===== src/rtl/cwd_pkg.sv =====
package cwd_pkg;
  localparam int SEL_W = 3;
  localparam logic [1:0] ADDR_CFG  = 2'd0;
  localparam logic [1:0] ADDR_KEY  = 2'd1;
  localparam logic [1:0] ADDR_STAT = 2'd2;
  localparam logic [7:0] KEY_FIRST  = 8'h55;
  localparam logic [7:0] KEY_SECOND = 8'hAA;

  typedef struct packed {
    logic             en;
    logic [SEL_W-1:0] periodSel;
    logic [1:0]       resp;
    logic             window;
  } cfg_t;

  typedef struct packed {
    logic cntClear;
  } strobe_t;
endpackage


===== src/rtl/cwd_datapath.sv =====
module cwd_datapath
  import cwd_pkg::*;
#(
  parameter int PRE_DIV  = 2,
  parameter int BASE_EXP = 9,
  localparam int CNT_W   = BASE_EXP + (1 << SEL_W) - 1
) (
  input  logic             clk,
  input  logic             rstN,
  input  logic             en,
  input  logic [SEL_W-1:0] periodSel,
  input  strobe_t          strobe,
  output logic             expire,
  output logic             inWindow,
  output logic [CNT_W-1:0] cntValue
);
  logic             tick;
  logic [CNT_W-1:0] periodMask;
  logic [CNT_W-1:0] windowStart;

  generate
    if (PRE_DIV <= 1) begin : g_nodiv
      assign tick = en;
    end else begin : g_div
      localparam int PRE_W = $clog2(PRE_DIV);
      localparam logic [PRE_W-1:0] PRE_LAST = PRE_W'(PRE_DIV - 1);
      logic [PRE_W-1:0] preCnt;
      always_ff @(posedge clk) begin
        if (!rstN || !en || strobe.cntClear) preCnt <= '0;
        else if (preCnt == PRE_LAST)         preCnt <= '0;
        else                                 preCnt <= preCnt + PRE_W'(1);
      end
      assign tick = en && (preCnt == PRE_LAST);
    end
  endgenerate

  always_comb begin
    periodMask  = ~({CNT_W{1'b1}} << (BASE_EXP + int'(periodSel)));
    windowStart = periodMask - (periodMask >> 2);
  end

  assign expire   = tick && (cntValue == periodMask);
  assign inWindow = (cntValue >= windowStart);

  always_ff @(posedge clk) begin
    if (!rstN || !en || strobe.cntClear) cntValue <= '0;
    else if (tick)                       cntValue <= expire ? '0 : cntValue + CNT_W'(1);
  end
endmodule


===== src/rtl/cwd_ctrl.sv =====
module cwd_ctrl
  import cwd_pkg::*;
#(
  parameter int ADDR_W = 2,
  parameter int DATA_W = 8
) (
  input  logic              clk,
  input  logic              rstN,
  input  logic              wrEn,
  input  logic [ADDR_W-1:0] wrAddr,
  input  logic [DATA_W-1:0] wrData,
  input  logic              expire,
  input  logic              inWindow,
  output cfg_t              cfg,
  output strobe_t           strobe,
  output logic              irqReq,
  output logic              rstReq
);
  typedef enum logic {KEY_IDLE, KEY_ARMED} key_e;

  key_e keyState;
  logic cfgWr, keyWr, statWr, badWindow, goodKey, pending;
  logic twoStage, fireIrq, fireRst;

  assign cfgWr     = wrEn && (wrAddr == ADDR_W'(ADDR_CFG));
  assign keyWr     = wrEn && (wrAddr == ADDR_W'(ADDR_KEY)) && cfg.en;
  assign statWr    = wrEn && (wrAddr == ADDR_W'(ADDR_STAT));
  assign badWindow = keyWr && cfg.window && !inWindow;
  assign goodKey   = keyWr && !badWindow && (keyState == KEY_ARMED)
                     && (wrData == DATA_W'(KEY_SECOND));
  assign twoStage  = cfg.resp[1];
  assign fireIrq   = expire && !goodKey
                     && ((cfg.resp == 2'b00) || (twoStage && !pending));
  assign fireRst   = expire && !goodKey
                     && ((cfg.resp == 2'b01) || (twoStage && pending));

  always_comb strobe.cntClear = goodKey;

  always_ff @(posedge clk) begin
    if (!rstN) begin
      cfg      <= '0;
      keyState <= KEY_IDLE;
      pending  <= 1'b0;
      irqReq   <= 1'b0;
      rstReq   <= 1'b0;
    end else begin
      if (cfgWr && !cfg.en)
        cfg <= '{en: wrData[0], periodSel: wrData[3:1],
                 resp: wrData[5:4], window: wrData[6]};

      if (keyWr) begin
        if (!badWindow && wrData == DATA_W'(KEY_FIRST)) keyState <= KEY_ARMED;
        else                                            keyState <= KEY_IDLE;
      end

      if (goodKey)                   pending <= 1'b0;
      else if (expire && twoStage)   pending <= !pending;

      if (fireIrq)                     irqReq <= 1'b1;
      else if (statWr && wrData[0])    irqReq <= 1'b0;

      rstReq <= badWindow || fireRst;
    end
  end
endmodule


===== src/rtl/core_watchdog.sv =====
module core_watchdog
  import cwd_pkg::*;
#(
  parameter int PRE_DIV  = 2,
  parameter int BASE_EXP = 9,
  parameter int ADDR_W   = 2,
  parameter int DATA_W   = 8,
  localparam int CNT_W   = BASE_EXP + (1 << SEL_W) - 1
) (
  input  logic              clk,
  input  logic              rstN,
  input  logic              wrEn,
  input  logic [ADDR_W-1:0] wrAddr,
  input  logic [DATA_W-1:0] wrData,
  output logic              irqReq,
  output logic              rstReq
);
  cfg_t             cfg;
  strobe_t          strobe;
  logic             expire;
  logic             inWindow;
  logic [CNT_W-1:0] cntValue;

  cwd_ctrl #(.ADDR_W(ADDR_W), .DATA_W(DATA_W)) u_ctrl (
    .clk(clk), .rstN(rstN), .wrEn(wrEn), .wrAddr(wrAddr), .wrData(wrData),
    .expire(expire), .inWindow(inWindow), .cfg(cfg), .strobe(strobe),
    .irqReq(irqReq), .rstReq(rstReq)
  );

  cwd_datapath #(.PRE_DIV(PRE_DIV), .BASE_EXP(BASE_EXP)) u_dp (
    .clk(clk), .rstN(rstN), .en(cfg.en), .periodSel(cfg.periodSel),
    .strobe(strobe), .expire(expire), .inWindow(inWindow), .cntValue(cntValue)
  );
endmodule


===== config.mk =====
export PLATFORM = sky130hd
export DESIGN_NAME = core_watchdog
export DESIGN_NICKNAME = d
export VERILOG_FILES = /design/src/rtl/cwd_pkg.sv /design/src/rtl/cwd_datapath.sv /design/src/rtl/cwd_ctrl.sv /design/src/rtl/core_watchdog.sv
export SDC_FILE = /design/constraint.sdc
export NUM_CORES = 1
export LEC_CHECK = 0
export BUFFER_PORTS_ARGS = -buffer_cell sky130_fd_sc_hd__buf_2
export CORE_ASPECT_RATIO = 0.9
export CORE_MARGIN = 2
export CORE_UTILIZATION = 40
export DETAILED_ROUTE_END_ITERATION = 8
export SYNTH_ARGS = -nofsm -noshare
export SYNTH_HDL_FRONTEND = slang
export SYNTH_HIERARCHICAL = 1
export SYNTH_SLANG_ARGS = --single-unit

===== constraint.sdc =====
create_clock -name clk -period 6.5 [get_ports clk]
set_input_delay 0.325 -clock clk [delete_from_list [all_inputs] [get_ports clk]]
set_output_delay 0.325 -clock clk [all_outputs]
set_load 0.005 [all_outputs]

==> flow_metrics.py, run 1 <==
metrics = {
    "outcome": {
        "status": "finished clean",
    },
    "clock_tree": {
        "cts_setup_buffers": 0,
        "clock_latency_ps": 280,
        "htreeDepth": 1,
        "postCtsResizedCells": 0,
        "cts_hold_buf": 0,
        "root_buffer": "clkbuf_8",
        "clk_pin_slew_ps": 90,
        "cts_tree": "yes",
        "cts_buffers": 3,
        "clkSinkCount": 28,
        "clockBufferDepth": 2,
    },
    "global_routing": {
        "grt_max_degree": 18,
        "overflow": 0,
        "grt_use_total_pct": 18.1,
        "antenna_found_initial": 0,
        "grt_pass1_wl_um": 9850,
        "grt_pass1_vias": 1976,
    },
    "worst_setup_path": {
        "startpoint": "u_ctrl/cfg[4]",
        "r2r_start": "u_ctrl/cfg[4]",
        "crit_fanout": 17,
        "endpoint": "u_dp/cntValue[10]",
        "worstReg2RegEnd": "u_dp/cntValue[10]",
        "cp_data_arrival_time_ps": 5800,
        "start_kind": "flop",
        "required_ps": 6720,
        "rrSetupSlack_ps": 920,
        "crit_path_end_kind": "flop",
        "worst-setup-path-type": "flop to flop",
        "reg2regPathDepth": 24,
    },
    "synthesis": {
        "ys_warn_count": 6,
        "synth_edf_count": 0,
        "yosysMostFrequentCell": "nor2_1",
        "ys_seq_area_share_pct": 22.4,
        "yosys-top-cells-area": "dfxtp_1 22%, ha_1 15%, nor2_1 5.4%",
        "synth_cells": 296,
        "ys_seq_elements": 28,
        "synth_xor_area_share_pct": 7.72,
        "synth_common_cells": "36 x nor2_1, 30 x ha_1, 28 x dfxtp_1, 18 x nand2_1, 14 x a21oi_1",
        "ys.flop_type": "dfxtp_1",
        "syn_nets": 340,
        "synth_compound_area_share_pct": 14.8,
        "synth_top_family_by_area": "simple AND/OR/NAND/NOR gates",
        "synthAdderAreaFrac_pct": 15.8,
        "yosys.area_share.simple_pct": 31.4,
        "synthArstFlopShare_pct": 0,
        "yosysTopAreaCellShare_pct": 22.4,
        "syn-cell-area_sq_mm": 0.00250,
        "yosys-mux-area-fraction_pct": 3.66,
        "yosysTopAreaCell": "dfxtp_1",
        "syn_avg_cell_area_sq_um": 8.44,
        "synth_cell_types": 66,
    },
    "die": {
        "die-area_sq_mm": 0.00689,
        "die_h_um": 79.0,
        "start_util_pct": 41.1,
        "fp-row-count": 27,
        "ioPinCount": 15,
        "fp.coreArea_sq_mm": 0.00608,
        "die_w_um": 87.3,
    },
    "finish": {
        "ff_latch_area_sq_um": 561,
        "area_delta_synth_final_pct": 6.26,
        "fillers": 642,
        "layout-drive-gt1-share_pct": 12.1,
        "nNetsFinal": 350,
        "stdcell_count": 377,
        "fin_area_sq_mm": 0.00265,
        "insertedDiodeCount": 0,
        "multi_input_area_sq_mm": 0.00183,
    },
    "power_and_ir_drop": {
        "ir_drop_v": 0.0000706,
        "powerDensity_mw_per_mm2": 122,
        "p_leak_nw": 1.03,
        "finalPower_mw": 0.324,
    },
    "detailed_routing": {
        "drt_first_pass_iters": 4,
        "routed_via_density": 5.75,
        "drc_errors": 0,
        "ant_nets": 0,
        "first_iter_violations": 124,
        "wl_per_cell_um": 15.2,
        "drt_wl_total_um": 5750,
        "num_vias": 2169,
    },
    "placement": {
        "portBuffers": 14,
        "gp_congestion": 0.858,
        "hpwl_um": 4600,
        "place_area_sq_mm": 0.00260,
        "dp.cells": 373,
    },
    "sta": {
        "grt_setup_unrepaired": "false",
        "tns_ps": 0,
        "fin_crit_sh_pct": 85.9,
        "drv_slew": 0,
        "max_freq_mhz": 179,
        "maxSlewHeadroom_pct": 57.6,
        "fin_skew_ps": 3.96,
        "setup_viol": 0,
        "period_needed_ps": 5580,
        "hold_viol": 0,
        "tightest_slew_ps": 636,
    },
    "flow_run": {
        "cap_violations": 0,
    },
    "min_path": {
        "hold_path.class": "input port to flop",
        "hold_depth": 3,
    },
}
-- worst min-delay path by stage --
stage	from	endpoint	slack [ps]
floorplan	u_ctrl/keyState	u_ctrl/keyState	430
global placement	u_ctrl/keyState	u_ctrl/keyState	450
detailed placement	u_ctrl/keyState	u_ctrl/keyState	450
CTS	wrData[3]	u_ctrl/cfg[5]	320
global route	wrData[6]	u_ctrl/cfg[0]	360
finish	wrData[2]	u_ctrl/cfg[4]	330
-- registers in the layout (all words and copies together), names as in the netlist --
register           count
u_ctrl/rstReq          1
u_dp/g_div.preCnt      1
u_ctrl/irqReq          1
u_ctrl/pending         1
u_ctrl/keyState        1
u_ctrl/cfg             7
u_dp/cntValue         16
-- metal layers --
metal	vias to the layer above	global-route usage [%]	routed length, um	part of all wire (%)
li1	1095	-	-	-
met1	1036	28.0	3110	54
met2	31	26.1	2400	42
met3	7	2.29	168	2.9
met4	0	4.92	70	1.2
met5	-	0	0	0
-- worst max-delay path, stage by stage (launching register included) --
cell and delay, ps:
dfxtp_1 690, ha_1 260, ha_1 350, nor2_1 250
and3_1 240, inv_1 50, ha_1 250, nor2b_1 120
o21ai_0 210, a21oi_1 110, or3_1 360, a21oi_1 250
xor2_1 210, ha_1 270, a21oi_1 150, nor2_1 50
a211oi_1 200, o41ai_1 110, a211oi_1 240, nor3_1 100
nor2b_1 190, and4b_1 260, nor2_1 230, o31ai_4 210
nor2_1 150
-- placed cells by master, fill, tap and decap left out, drive strengths merged, types with 2 or more instances in the layout --
cell and n:
nor3b 2, nor3 4, inv 12, a21oi 14, nand2 18, ha 30
a211o 3, o31ai 2, buf 14, xnor2 11, nor2 36, nand4 7
o21ai 9, nor4 4, nand3 11, a21o 3, nor4b 4, or4 2
nand4b 3, or2 2, clkbuf 4, and4b 3, a211oi 3, nand2b 5
dfxtp 28, or2b 2, nor2b 13, and2 3, xor2 11, a2111oi 3
mux2i 8, or3 5, and3 5, o21a 3
-- logic make-up (layout without fill, tap and decap cells) --
group	Yosys count	after routing
adder cells (fa/ha/maj)	31	31
AO/OA/AOI/OAI	51	51
buffers and inverters	21	30
XOR/XNOR	22	22
AND/OR/NAND/NOR	134	134
flip-flops	28	28
multiplexers	9	9
-- where the power goes --
group / total, mW / switching, mW / internal (mW) / leakage (nW)
clock network: 0.108 / 0.0537 / 0.0543 / 0.0288
registers: 0.177 / 0.00358 / 0.173 / 0.226
logic: 0.0389 / 0.0213 / 0.0176 / 0.778
-- stage by stage --
step / utilization (%) / worst slack, ps / hold slack, ps
after global routing: 43.6 / 315 / 363
after detailed placement: 42.7 / 954 / 447
after CTS: 43.6 / 890 / 323
final: 43.6 / 917 / 334
after global placement: 42.7 / 1100 / 447
after floorplan: - / 1680 / 427
-- cell type report --
| class | count | area share, % |
|---|---|---|
| Inverter | 12 | 1.70 |
| Sequential cell | 28 | 21.1 |
| Clock buffer | 4 | 2.07 |
| Tap cell | 72 | 3.39 |
| Multi-Input combinational cell | 247 | 69.1 |
| Timing Repair Buffer | 14 | 2.64 |
Power figures use the tool's default switching activity.
==> inputs of run 2 (changes only) <==
- SKIP_CTS_REPAIR_TIMING: unset -> 1
- SYNTH_HIERARCHICAL: 1 -> unset
==> run 2 against run 1 <==
Utilization grew 1.2 points. Fmax grew 6.8%. Clock skew shrank 1.8 ps. Combinational power rose by 100%. Hold slack about the same. Die area up 11%. Area after synthesis rose by 12%. Global-route usage down 0.80 points. Via count up 14%. Sequential power about the same. Flip-flop and latch count did not move. Highest routed layer unchanged.
==> flow_metrics.py, run 2 <==
metrics = {
    "worst_setup_path": {
        "start_kind": "flop",
        "cp_data_arrival_time_ps": 5440,
        "reg2regPathDepth": 20,
        "worstReg2RegEnd": "u_dp.cntValue[2]",
        "critPathMostFrequentCell": "ha_1",
        "required_ps": 6710,
        "crit_path_end_kind": "flop",
        "r2r_start": "u_ctrl.cfg[4]",
        "crit_fanout": 14,
        "cp_cell_sequence": "ha_1 -> ha_1 -> nand2b_1 -> a21o_1 -> inv_1 -> ha_1 -> nand4_1 -> a211oi_1 -> o31ai_1 -> o21bai_1 -> nand2_1 -> a31oi_1 -> ha_1 -> nand2_1 -> nand4bb_1 -> a211o_1 -> nor4_1 -> o21a_2 -> o211ai_4 -> nor2_1",
        "rrSetupSlack_ps": 1270,
        "crit_path_max_incr_delay_ps": 530,
        "worst-setup-path-type": "flop to flop",
        "cp_slowest_cell": "ha_1",
    },
    "detailed_routing": {
        "drc_errors": 0,
        "drt_first_pass_iters": 4,
        "wl_per_cell_um": 14.7,
        "ant_nets": 0,
        "drt_wl_total_um": 6560,
        "routed_via_density": 5.55,
        "first_iter_violations": 176,
        "num_vias": 2481,
    },
    "clock_tree": {
        "clk_pin_slew_ps": 90,
        "cts_buffers": 3,
        "clock_latency_ps": 270,
        "clkSinkCount": 28,
        "cts_tree": "yes",
        "root_buffer": "clkbuf_8",
        "clockBufferDepth": 2,
        "htreeDepth": 1,
    },
    "die": {
        "die_w_um": 92.1,
        "die-area_sq_mm": 0.00766,
        "start_util_pct": 41.9,
        "die_h_um": 83.3,
        "ioPinCount": 15,
        "fp-row-count": 28,
        "fp.coreArea_sq_mm": 0.00666,
    },
    "finish": {
        "area_delta_synth_final_pct": 6.81,
        "fillers": 696,
        "final_cell_mix": "35 x ha_1, 34 x nor2_1, 28 x dfxtp_1, 26 x inv_1, 21 x nand2_1",
        "stdcell_count": 447,
        "top_regs": "u_dp.cntValue x16, u_ctrl.cfg x7",
        "largest_reg_flops": 16,
        "insertedDiodeCount": 0,
        "layout-drive-gt1-share_pct": 8.40,
        "nNetsFinal": 407,
        "mostFrequentLayoutCell": "ha_1",
        "largest_register": "u_dp.cntValue",
    },
    "placement": {
        "hpwl_um": 5200,
        "dp.cells": 443,
        "gp_congestion": 0.950,
        "portBuffers": 14,
    },
    "sta": {
        "fin_skew_ps": 2.13,
        "drv_slew": 0,
        "period_needed_ps": 5230,
        "fin_crit_sh_pct": 80.4,
        "tightest_slew_ps": 839,
        "hold_viol": 0,
        "maxSlewHeadroom_pct": 44.0,
        "grt_setup_unrepaired": "false",
        "setup_viol": 0,
        "max_freq_mhz": 191,
        "tns_ps": 0,
    },
    "power_and_ir_drop": {
        "finalPower_mw": 0.360,
        "ir_drop_v": 0.000102,
        "powerDensity_mw_per_mm2": 121,
        "p_leak_nw": 1.25,
    },
    "global_routing": {
        "grt_pass1_wl_um": 10900,
        "grt_max_degree": 19,
        "met3_usage_pct": 2.72,
        "antenna_found_initial": 0,
        "use_met1_pct": 25.2,
        "overflow": 0,
        "busiest_layer": "met2",
        "grt_use_total_pct": 17.3,
        "grt_pass1_vias": 2220,
        "grtUsageMet2_pct": 27.1,
    },
    "min_path": {
        "worst_hold_path.endpoint": "u_ctrl.cfg[2]",
        "worstHoldStart": "wrData[5]",
        "hold_depth": 3,
        "hold_path.class": "input port to flop",
    },
    "synthesis": {
        "ys_seq_area_share_pct": 20.1,
        "syn_nets": 396,
        "synth_edf_count": 0,
        "synth_common_cells": "35 x ha_1, 34 x nor2_1, 28 x dfxtp_1, 26 x inv_1, 21 x nand2_1",
        "synth_cells": 347,
        "ys.flop_type": "dfxtp_1",
        "yosysMostFrequentCell": "ha_1",
        "synthArstFlopShare_pct": 0,
        "yosysTopAreaCell": "dfxtp_1",
        "syn_avg_cell_area_sq_um": 8.04,
        "yosys-top-cells-area": "dfxtp_1 20%, ha_1 16%, xnor2_1 5.0%",
        "synth_cell_types": 52,
        "syn-cell-area_sq_mm": 0.00279,
        "ys_seq_elements": 28,
        "yosysTopAreaCellShare_pct": 20.1,
        "ys_warn_count": 0,
    },
    "flow_run": {
        "cap_violations": 0,
    },
    "outcome": {
        "status": "finished clean",
    },
}
-- run 2: changes by cell type after synthesis, moves of 5 or more --
cell | before | now
nor3_1 | 4 | 10
o21ai_0 | 9 | 15
xnor2_1 | 11 | 16
a21o_1 | 2 | 9
inv_1 | 12 | 26
ha_1 | 30 | 35
-- run 2: where the power goes --
part	internal, mW	leakage (nW)	switching [mW]
Sequential	0.173	0.226	0.00259
Combinational	0.0351	0.998	0.0438
Clock	0.0542	0.0288	0.0517
Total	0.262	1.25	0.0981
-- run 2: kinds of logic after synthesis --
group / share of synthesized area (%)
compound gates: 17.1
xor+xnor: 9.41
fa+ha+maj: 16.4
buf+inv: 5.47
flops: 20.1
mux: 2.87
simple gates: 28.7
-- run 2: metrics by stage --
step | area, sq um | hold WS [ps] | utilization, % | setup slack, ps
after floorplan | 2790 | 429 | - | 1810
after global placement | 2930 | 451 | 44.0 | 1430
after detailed placement | 2930 | 451 | 44.0 | 1330
after CTS | 2980 | 323 | 44.8 | 1260
after global routing | 2980 | 327 | 44.8 | 723
final | 2980 | 334 | 44.8 | 1270
-- run 2: routing by layer --
layer | share of wire, % | vias to the layer above | wire length, um
li1 | - | 1267 | -
met1 | 50 | 1145 | 3270
met2 | 43 | 61 | 2840
met3 | 5.6 | 8 | 366
met4 | 1.3 | 0 | 86
met5 | 0 | - | 0
-- run 2: how the worst max path moves through the flow --
stage	from	endpoint	slack [ps]	depth (start not counted)
4_1_cts	u_ctrl.cfg[4]	u_dp.cntValue[14]	1260	21
3_5_place_dp	u_ctrl.cfg[4]	u_dp.cntValue[10]	1330	21
3_3_place_gp	u_ctrl.cfg[3]	u_dp.cntValue[7]	1430	20
5_1_grt	u_ctrl.cfg[4]	u_dp.cntValue[2]	720	21
2_1_floorplan	u_ctrl.cfg[3]	u_dp.cntValue[13]	1810	24
6_report	u_ctrl.cfg[4]	u_dp.cntValue[2]	1270	20
-- run 2: final cells by class --
cell class / count / area [sq um] / share of cell area (%)
flip-flops and latches: 28 / 561 / 18.8
multi-input cells: 284 / 2080 / 69.7
clock buffers: 4 / 55.1 / 1.85
inverters: 26 / 97.6 / 3.27
repair buffers: 15 / 77.6 / 2.60
well taps: 90 / 113 / 3.78
-- run 2: critical path: cells and delay by family (launching register included) --
| family | cells | cell delay, ps |
|---|---|---|
| AOI/OAI and AO/OA | 8 | 1960 |
| adders and majority gates | 4 | 1440 |
| and+or+nand+nor | 7 | 1290 |
| DFF | 1 | 400 |
| buffers and inverters | 1 | 50 |
==> inputs of run 3 (changes only) <==
- clock period: 6.5 -> 5.4 ns (I/O delays scaled with it)
==> run 3 against run 2 <==
Clock power is 7% higher. Largest power group unchanged. Non-clock buffer count is 2 higher. Combinational power is 22% higher. Critical endpoint is now u_dp.cntValue[13]. Sequential share of layout area is 0.19 points lower. Via count is 2.8% lower. Critical path depth is 1 higher. Hold slack worse by 58 ps. Largest cell class unchanged.
==> flow_metrics.py, run 3 (synthesis results as in run 2) <==
metrics = {
    "detailed_routing": {
        "drt_wl_total_um": 6470,
        "wl_per_cell_um": 14.5,
        "first_iter_violations": 160,
        "drt_first_pass_iters": 4,
        "routed_via_density": 5.38,
        "num_vias": 2412,
        "drc_errors": 0,
        "ant_nets": 0,
    },
    "placement": {
        "portBuffers": 14,
        "hpwl_um": 5220,
        "place_area_sq_mm": 0.00294,
        "dp.cells": 445,
        "gp_congestion": 0.889,
    },
    "sta": {
        "fin_skew_ps": 5.78,
        "hold_viol": 0,
        "maxSlewHeadroom_pct": 43.5,
        "fin_crit_sh_pct": 93.1,
        "period_needed_ps": 5030,
        "tns_ps": 0,
        "drv_slew": 0,
        "setup_viol": 0,
        "max_freq_mhz": 199,
        "tightest_slew_ps": 846,
    },
    "global_routing": {
        "overflow": 0,
        "met3_usage_pct": 2.54,
        "use_met1_pct": 24.7,
        "grt_pass1_wl_um": 11200,
        "grt_use_total_pct": 17.9,
        "grt_pass1_vias": 2310,
        "busiest_layer": "met2",
        "antenna_found_initial": 0,
        "grt_max_degree": 19,
        "grtUsageMet2_pct": 29.9,
    },
    "die": {
        "start_util_pct": 41.9,
        "fp.coreArea_sq_mm": 0.00666,
        "die_w_um": 92.1,
        "die-area_sq_mm": 0.00766,
        "die_h_um": 83.3,
        "fp-row-count": 28,
        "ioPinCount": 15,
    },
    "finish": {
        "insertedDiodeCount": 0,
        "final_util_pct": 45.4,
        "nNetsFinal": 409,
        "fin_area_sq_mm": 0.00302,
        "area_delta_synth_final_pct": 8.16,
        "layout-drive-gt1-share_pct": 10.3,
        "final_cell_mix": "34 x ha_1, 33 x nor2_1, 27 x dfxtp_1, 26 x inv_1, 21 x nand2_1",
        "mostFrequentLayoutCell": "ha_1",
        "stdcell_count": 448,
        "top_regs": "u_dp.cntValue x16, u_ctrl.cfg x7",
        "largest_reg_flops": 16,
        "largest_register": "u_dp.cntValue",
    },
    "worst_setup_path": {
        "required_ps": 5550,
        "crit_fanout": 15,
        "worst-setup-path-type": "flop to flop",
        "start_kind": "flop",
        "cp_data_arrival_time_ps": 5180,
        "crit_path_end_kind": "flop",
    },
    "clock_tree": {
        "cts_buffers": 3,
        "clock_latency_ps": 270,
        "clkSinkCount": 28,
        "clockBufferDepth": 2,
        "root_buffer": "clkbuf_8",
        "cts_tree": "yes",
        "clk_pin_slew_ps": 90,
        "htreeDepth": 1,
    },
    "power_and_ir_drop": {
        "seqPwrFrac_pct": 50.2,
        "combPwrFrac_pct": 22.9,
        "power.internal_mw": 0.302,
        "p_sw_mw": 0.119,
        "p_leak_nw": 1.25,
        "p_sw_share_pct": 28.3,
        "finalPower_mw": 0.421,
        "powerDensity_mw_per_mm2": 140,
        "p_clk_share_pct": 26.9,
        "ir_drop_v": 0.000111,
    },
    "outcome": {
        "status": "finished clean",
    },
    "min_path": {
        "hold_path.class": "input port to flop",
    },
    "flow_run": {
        "cap_violations": 0,
    },
}
## run 3: through the flow
stage               worst slack (ps)  hold slack (ps)
finish                           371              276
global route                   -7.53              275
CTS                           -0.528              265
detailed placement              44.6              454
global placement                 183              446
floorplan                        709              423
## run 3: cell type report
class,instances,area (sq um)
fillers,705,3640
multi-input cells,284,2110
flip-flops and latches,28,562
well taps,90,113
inverters,26,97.6
repair buffers,17,92.6
clock buffers,3,41.3
## run 3: layer usage
metal	up-vias	share of wire, %
met5	-	0
met4	0	1.4
met3	6	2.9
met2	43	46
met1	1098	50
li1	1265	-
## run 3: worst max-delay path: stages (launching register included)
cell	delay (ps)
dfxtp_1	380
ha_1	260
ha_1	200
nand4b_4	310
nor2_4	210
nand2_1	130
ha_1	300
nor2b_1	130
o21ai_0	300
a211oi_1	170
o31ai_1	350
o21bai_1	130
a21oi_1	190
xnor2_1	110
ha_1	320
and4_1	180
nand3_1	160
nor4_4	400
nor4_2	100
o21a_2	270
o211ai_4	190
nor2_1	100
## run 3: final timing paths
path | slack [ps] | cells past startpoint | end | start
worst max register to register | 370 | 21 | u_dp.cntValue[13] | u_ctrl.cfg[3]
worst max-delay path | 370 | 21 | u_dp.cntValue[13] | u_ctrl.cfg[3]
worst min-delay path | 280 | 3 | u_ctrl.cfg[2] | wrData[5]
worst min register to register | 480 | 2 | u_ctrl.keyState | u_ctrl.keyState
## run 3: power by group through the flow
stage	Sequential (mW)	Clock, mW	Combinational, mW
3_3_place_gp	0.216	0	0.0959
2_1_floorplan	0.215	0	0.0714
4_1_cts	0.212	0.118	0.0970
6_report	0.212	0.113	0.0966
5_1_grt	0.212	0.126	0.111
3_5_place_dp	0.216	0	0.0965
